### src/rtl/sertx_pkg.sv
package sertx_pkg;

    typedef enum logic [2:0] {
        ST_IDLE,
        ST_START,
        ST_DATA,
        ST_PAR_BIT,
        ST_STOP_A,
        ST_STOP_B
    } tx_state_e;

    localparam logic [1:0] PAR_ODD  = 2'd1;
    localparam logic [1:0] PAR_EVEN = 2'd2;

endpackage

### src/rtl/sertx_baud.sv
module sertx_baud #(
    parameter int DIV_W    = 8,
    parameter int OVS      = 16,
    parameter int PRE_MID  = 8,
    parameter int PRE_SLOW = 32
) (
    input  logic             clk,
    input  logic             rst_n,
    input  logic             restart,
    input  logic [1:0]       pre_sel,
    input  logic [DIV_W-1:0] div_n,
    output logic             bit_tick
);
    localparam int PC_W  = $clog2(PRE_SLOW);
    localparam int OVS_W = $clog2(OVS);
    localparam int CNT_W = DIV_W + OVS_W;

    logic [PC_W-1:0]  pre_cnt;
    logic [PC_W-1:0]  pre_lim;
    logic             pre_tick;
    logic [CNT_W-1:0] div_cnt;
    logic [CNT_W-1:0] div_lim;

    always_comb begin
        unique case (pre_sel)
            2'd0:    pre_lim = '0;
            2'd1:    pre_lim = PC_W'(PRE_MID - 1);
            default: pre_lim = PC_W'(PRE_SLOW - 1);
        endcase
    end

    assign pre_tick = (pre_cnt == pre_lim);
    // limit is 16*(n+1)-1 when OVS is a power of two
    assign div_lim  = {div_n, {OVS_W{1'b1}}};
    assign bit_tick = pre_tick && (div_cnt == div_lim) && !restart;

    always_ff @(posedge clk) begin
        if (!rst_n || restart) begin
            pre_cnt <= '0;
            div_cnt <= '0;
        end else begin
            pre_cnt <= pre_tick ? '0 : pre_cnt + 1'b1;
            if (pre_tick) begin
                div_cnt <= (div_cnt == div_lim) ? '0 : div_cnt + 1'b1;
            end
        end
    end


    tick_spacing_chk: assert property (@(posedge clk) disable iff (!rst_n)
        bit_tick |=> !bit_tick);

endmodule

### src/rtl/sertx_buf.sv
module sertx_buf #(
    parameter int DATA_W = 9
) (
    input  logic              clk,
    input  logic              rst_n,
    input  logic              wr_stb,
    input  logic [DATA_W-1:0] wr_data,
    input  logic              take,
    output logic [DATA_W-1:0] buf_q,
    output logic              full
);
    always_ff @(posedge clk) begin
        if (!rst_n) begin
            buf_q <= '0;
            full  <= 1'b0;
        end else if (wr_stb) begin
            buf_q <= wr_data;
            full  <= 1'b1;
        end else if (take) begin
            full  <= 1'b0;
        end
    end
endmodule

### src/rtl/sertx_fsm.sv
module sertx_fsm
    import sertx_pkg::*;
#(
    parameter int DATA_W = 9
) (
    input  logic              clk,
    input  logic              rst_n,
    input  logic              tx_en,
    input  logic              buf_full,
    input  logic [DATA_W-1:0] buf_q,
    input  logic [1:0]        len_sel,
    input  logic [1:0]        par_sel,
    input  logic              two_stop,
    input  logic              cts_en,
    input  logic              cts_n,
    input  logic              irq_sel,
    input  logic              bit_tick,
    output logic              take,
    output logic              txd,
    output logic              tx_irq
);
    localparam int BC_W = $clog2(DATA_W + 1);

    tx_state_e         state_q, state_d;
    logic [DATA_W-1:0] shreg;
    logic [BC_W-1:0]   bitcnt;
    logic [BC_W-1:0]   nbits_q, nbits_d;
    logic [DATA_W-1:0] mask_d;
    logic              par_en_q, par_bit_q, two_q;
    logic              go, last_data, frame_done;

    assign go = (state_q == ST_IDLE) && tx_en && buf_full && (!cts_en || !cts_n);
    assign take = go;
    assign last_data = (bitcnt == nbits_q - 1'b1);
    assign frame_done = bit_tick &&
        (((state_q == ST_STOP_A) && !two_q) || (state_q == ST_STOP_B));

    always_comb begin
        nbits_d = (len_sel == 2'd3) ? BC_W'(DATA_W - 1)
                                    : BC_W'(DATA_W - 2) + BC_W'(len_sel);
        for (int i = 0; i < DATA_W; i++) begin
            mask_d[i] = (i < int'(nbits_d));
        end
    end

    always_comb begin
        state_d = state_q;
        unique case (state_q)
            ST_IDLE:    if (go) state_d = ST_START;
            ST_START:   if (bit_tick) state_d = ST_DATA;
            ST_DATA:    if (bit_tick && last_data)
                            state_d = par_en_q ? ST_PAR_BIT : ST_STOP_A;
            ST_PAR_BIT: if (bit_tick) state_d = ST_STOP_A;
            ST_STOP_A:  if (bit_tick) state_d = two_q ? ST_STOP_B : ST_IDLE;
            ST_STOP_B:  if (bit_tick) state_d = ST_IDLE;
            default:    state_d = ST_IDLE;
        endcase
    end

    always_ff @(posedge clk) begin
        if (!rst_n) state_q <= ST_IDLE;
        else        state_q <= state_d;
    end

    always_ff @(posedge clk) begin
        if (!rst_n) begin
            shreg     <= '0;
            bitcnt    <= '0;
            nbits_q   <= BC_W'(DATA_W - 1);
            par_en_q  <= 1'b0;
            par_bit_q <= 1'b0;
            two_q     <= 1'b0;
            tx_irq    <= 1'b0;
        end else begin
            tx_irq <= (go && !irq_sel) || (frame_done && irq_sel);
            if (go) begin
                shreg     <= buf_q;
                bitcnt    <= '0;
                nbits_q   <= nbits_d;
                par_en_q  <= (par_sel == PAR_ODD) || (par_sel == PAR_EVEN);
                par_bit_q <= (^(buf_q & mask_d)) ^ (par_sel == PAR_ODD);
                two_q     <= two_stop;
            end else if (state_q == ST_DATA && bit_tick) begin
                shreg  <= shreg >> 1;
                bitcnt <= bitcnt + 1'b1;
            end
        end
    end

    always_comb begin
        unique case (state_q)
            ST_START:   txd = 1'b0;
            ST_DATA:    txd = shreg[0];
            ST_PAR_BIT: txd = par_bit_q;
            default:    txd = 1'b1;
        endcase
    end


    start_entry_chk: assert property (@(posedge clk) disable iff (!rst_n)
        (state_q == ST_START && $past(state_q) != ST_START) |-> $past(state_q) == ST_IDLE);

    start_gate_chk: assert property (@(posedge clk) disable iff (!rst_n)
        (state_q == ST_START && $past(state_q) == ST_IDLE) |-> ($past(tx_en) && $past(buf_full)));

    cts_gate_chk: assert property (@(posedge clk) disable iff (!rst_n)
        (state_q == ST_START && $past(state_q) == ST_IDLE) |-> (!$past(cts_en) || !$past(cts_n)));

    irq_load_chk: assert property (@(posedge clk) disable iff (!rst_n)
        (tx_irq && !$past(irq_sel)) |-> (state_q == ST_START && $past(state_q) == ST_IDLE));

    irq_end_chk: assert property (@(posedge clk) disable iff (!rst_n)
        (tx_irq && $past(irq_sel)) |->
        (state_q == ST_IDLE && ($past(state_q) == ST_STOP_A || $past(state_q) == ST_STOP_B)));

endmodule

### src/rtl/sertx_top.sv
module sertx_top #(
    parameter int DATA_W   = 9,
    parameter int DIV_W    = 8,
    parameter int OVS      = 16,
    parameter int PRE_MID  = 8,
    parameter int PRE_SLOW = 32
) (
    input  logic              clk,
    input  logic              rst_n,
    input  logic              tx_en,
    input  logic              wr_stb,
    input  logic [DATA_W-1:0] wr_data,
    input  logic [1:0]        len_sel,
    input  logic [1:0]        par_sel,
    input  logic              two_stop,
    input  logic [1:0]        pre_sel,
    input  logic [DIV_W-1:0]  div_n,
    input  logic              cts_en,
    input  logic              cts_n,
    input  logic              irq_sel,
    output logic              txd,
    output logic              buf_empty,
    output logic              tx_irq
);
    logic              take, full, bit_tick;
    logic [DATA_W-1:0] buf_q;

    sertx_buf #(.DATA_W(DATA_W)) u_buf (
        .clk(clk), .rst_n(rst_n), .wr_stb(wr_stb), .wr_data(wr_data),
        .take(take), .buf_q(buf_q), .full(full)
    );

    sertx_baud #(.DIV_W(DIV_W), .OVS(OVS), .PRE_MID(PRE_MID), .PRE_SLOW(PRE_SLOW)) u_baud (
        .clk(clk), .rst_n(rst_n), .restart(take), .pre_sel(pre_sel),
        .div_n(div_n), .bit_tick(bit_tick)
    );

    sertx_fsm #(.DATA_W(DATA_W)) u_fsm (
        .clk(clk), .rst_n(rst_n), .tx_en(tx_en), .buf_full(full), .buf_q(buf_q),
        .len_sel(len_sel), .par_sel(par_sel), .two_stop(two_stop),
        .cts_en(cts_en), .cts_n(cts_n), .irq_sel(irq_sel), .bit_tick(bit_tick),
        .take(take), .txd(txd), .tx_irq(tx_irq)
    );

    assign buf_empty = !full;


    buf_free_chk: assert property (@(posedge clk) disable iff (!rst_n)
        ($past(take) && !$past(wr_stb)) |-> buf_empty);

endmodule

### config.mk
export PLATFORM = sky130hd
export DESIGN_NAME = sertx_top
export DESIGN_NICKNAME = d
export VERILOG_FILES = /design/src/rtl/sertx_pkg.sv /design/src/rtl/sertx_baud.sv /design/src/rtl/sertx_buf.sv /design/src/rtl/sertx_fsm.sv /design/src/rtl/sertx_top.sv
export SDC_FILE = /design/constraint.sdc
export NUM_CORES = 1
export LEC_CHECK = 0
export BUFFER_PORTS_ARGS = -buffer_cell sky130_fd_sc_hd__clkbuf_2
export CAP_MARGIN = 20
export CORE_MARGIN = 3
export CORE_UTILIZATION = 30
export CTS_CLUSTER_SIZE = 24
export DETAILED_ROUTE_END_ITERATION = 10
export GPL_TIMING_DRIVEN = 0
export PLACE_DENSITY_LB_ADDON = 0.1
export SETUP_SLACK_MARGIN = 0.4
export SLEW_MARGIN = 0
export SYNTH_ARGS = -nofsm -noshare
export SYNTH_HDL_FRONTEND = slang
export SYNTH_HIERARCHICAL = 1
export SYNTH_SLANG_ARGS = --single-unit
### constraint.sdc
create_clock -name clk -period 3.2 [get_ports clk]
set_clock_uncertainty 0.2 [all_clocks]
set_input_delay 0.32 -clock clk [delete_from_list [all_inputs] [get_ports clk]]
set_output_delay 0.32 -clock clk [all_outputs]
set_load 0.005 [all_outputs]
==> results.yml <==
floorplan:
  start_util_pct: 31.8
  core_area_um2: 8460
  pin_count: 34
  rows: 33
  dieArea_um2: 10100
  dieWidth_um: 101
  fp.dieH_um: 101
sta:
  period_minus_slack_ns: 2.62
  rsz0062_at_grt: "no"
  worst_slew_pin_slew_ns: 0.501
  finalSetupViolations: 0
  final-max-slew-violation-count: 0
  max_slew_margin_pct: 66.6
  finalCritPeriodShare_pct: 81.9
  hold_viol: 0
  max_freq_ghz: 0.382
clock_network:
  root_buffer: "clkbuf_8"
  clock-sinks: 51
  clock_latency_ns: 0.31
  path_clk_slew_ns: 0.09
  clockBufferDepth: 2
  cts_tree: "yes"
  ctsHoldBuffers: 0
  htreeDepth: 2
  cts_buffers: 5
critical_path:
  worstPathRequired_ns: 3.19
  r2r_slack_ns: 0.58
  rr_worst_depth: 11
  start_kind: "flop"
  critPathArrivalTime_ns: 2.61
  r2r_start: "u_baud/pre_cnt[1]"
  cp-end-kind: "flop"
  critPathKind: "flop to flop"
  rr_endpoint: "u_fsm/state_q[1]"
  crit_fanout: 10
yosys:
  synth_edf_count: 0
  yosysWarnings: 6
  syn_area_um2: 2690
  synth_area_leaders: "dfxtp_1 38%, mux2i_1 6.7%, xnor2_1 5.2%"
  yosysTopAreaCell: "dfxtp_1"
  yosysMostFrequentCell: "dfxtp_1"
  synth_top_cell_area_share_pct: 38.0
  synth_area_per_cell_um2: 9.11
  syn_inst: 295
  synth_flop_cell: "dfxtp_1"
  synth-async-reset-ratio_pct: 0
  synthTopCellsByCount: "51 x dfxtp_1, 31 x nand2_1, 22 x nor2_1, 19 x nand3_1, 18 x mux2i_1"
  synth_cell_types: 54
  syn_nets: 331
  ys_ff_latch: 51
  seq_area_frac_synth_pct: 38.0
pwr:
  max-vdd-ir-drop_mv: 0.185
  p_int_w: 0.000898
  powerDensity_nw_per_um2: 390
  clkPwrFrac_pct: 30.8
  p_total_w: 0.00123
  pwr-share-comb_pct: 13.9
  p_leak_nw: 1.33
  swShare_pct: 27.0
  switchingPower_w: 0.000332
  p_seq_share_pct: 55.3
global_routing:
  grt_pass1_vias: 2152
  track_usage_pct: 12.8
  grt_max_degree: 19
  grt_pass1_wl_um: 10400
  overflow: 0
  antenna_found_initial: 0
drt:
  drc: 0
  drtIter0Drc: 74
  antenna_left: 0
  vias: 2171
  wl_per_cell_um: 13.7
  dr.pass1.iters: 4
  finalWirelength_um: 6110
  vias_per_cell: 4.88
finish:
  final_nets: 375
  n_fill_cell: 869
  num_antenna_cells: 0
  drive_above_1_share_pct: 22.1
  utilization_pct: 37.2
  syn2layout_area_growth_pct: 17.3
  instances_no_fill: 445
place:
  place_hpwl_um: 4510
  post-place-cells: 432
  port_buffers: 32
  gp_congestion: 0.756
min_path:
  min-delay-start: "two_stop"
  min_path_cells: 3
  worstHoldPathType: "input pin to flop"
  hold_end: "u_fsm/two_q"
status:
  status: "finished clean"
flow_run:
  drv_cap: 0
-- flip-flops by register name, indices dropped and copies added (netlist names) --
register / flops
u_fsm/shreg: 9
u_fsm/bitcnt: 4
u_fsm/two_q: 1
u_fsm/nbits_q: 4
u_fsm/tx_irq: 1
u_baud/pre_cnt: 5
u_baud/div_cnt: 12
u_fsm/state_q: 3
u_buf/buf_q: 9
u_buf/full: 1
u_fsm/par_en_q: 1
u_fsm/par_bit_q: 1
-- routing by layer --
metal	share of wire (%)	track usage, %	vias to the layer above
met4	0.77	3.73	0
met2	46	20.2	36
met3	3.9	2.42	4
met1	49	17.7	992
met5	0	0	-
li1	-	-	1139
-- metrics by stage --
stage | worst slack [ns] | cell area (µm²) | hold slack, ns | TNS, ns
after floorplan | 0.415 | 2690 | 0.233 | 0
after global placement | -0.166 | 2980 | 0.253 | -1.11
after detailed placement | -0.204 | 2980 | 0.264 | -1.74
after CTS | 0.435 | 3130 | 0.0184 | 0
after global routing | 0.398 | 3150 | 0.0356 | 0
final | 0.579 | 3150 | 0.0300 | 0
-- cell type report --
type,instances,area (µm²),area share [%]
Tap cell,105,131,4.17
Buffer,13,87.6,2.78
Clock buffer,6,72.6,2.30
Sequential cell,51,1030,32.6
Clock inverter,2,16.3,0.516
Multi-Input combinational cell,223,1590,50.4
Timing Repair Buffer,37,198,6.27
Inverter,8,30.0,0.953
-- cell usage in the layout (no fill, tap or decap), types with 5 or more instances in the layout --
master | synthesis | routed
mux2i_1 | 18 | 18
clkbuf_8 | 0 | 5
xnor2_1 | 16 | 16
clkbuf_2 | 0 | 32
inv_1 | 7 | 7
xor2_1 | 13 | 13
o211a_1 | 10 | 10
buf_4 | 2 | 7
dfxtp_1 | 51 | 46
nor2_1 | 22 | 22
nor2b_1 | 11 | 11
nand2_1 | 31 | 31
dfxtp_2 | 0 | 5
a21oi_1 | 7 | 7
o21ai_0 | 5 | 5
and3_1 | 8 | 8
nand3_1 | 19 | 17
-- power groups by stage --
stage                     logic [W]  clock network (W)  registers, W
after floorplan            0.000118                  0      0.000688
after global placement     0.000168                  0      0.000694
after detailed placement   0.000168                  0      0.000695
after CTS                  0.000172           0.000401      0.000680
after global routing       0.000193           0.000423      0.000684
final                      0.000171           0.000379      0.000680
-- cells by family after synthesis --
| group | count (synthesis) | share of synthesized area (%) |
|---|---|---|
| and+or+nand+nor | 119 | 23.0 |
| xor gates and xnor gates | 29 | 9.45 |
| muxes | 19 | 7.12 |
| AOI/OAI and AO/OA | 51 | 15.9 |
| DFF | 51 | 38.0 |
| buffers and inverters | 21 | 4.19 |
| adders and majority gates | 5 | 2.33 |
-- timing repair --
| item | in CTS | in global routing |
|---|---|---|
| pin swaps | 3 | 4 |
| setup buffers | 4 | 1 |
| endpoints found under the setup margin | 20 | 10 |
| gates resized for setup | 7 | 9 |
-- how the worst max path moves through the flow --
stage,start,to,slack [ns],cells after the start
after CTS,u_baud/div_cnt[0],u_fsm/shreg[6],0.43,11
after floorplan,u_baud/div_cnt[0],u_fsm/state_q[1],0.41,10
after global placement,u_baud/div_cnt[0],u_fsm/shreg[3],-0.17,11
after global routing,u_baud/div_cnt[10],u_fsm/state_q[2],0.40,10
after detailed placement,u_baud/div_cnt[0],u_fsm/shreg[6],-0.20,11
final,u_baud/pre_cnt[1],u_fsm/state_q[1],0.58,11
-- critical path: stages (launching register included) --
cell	delay, ns
dfxtp_1	0.34
nor4_1	0.28
o21ai_1	0.12
and2_4	0.19
buf_2	0.19
nor3_4	0.26
o21ai_2	0.11
a2111oi_4	0.35
a311oi_2	0.14
buf_4	0.18
nand3_1	0.07
o21ai_0	0.08
Note: power is estimated with default switching activity, not from simulation.
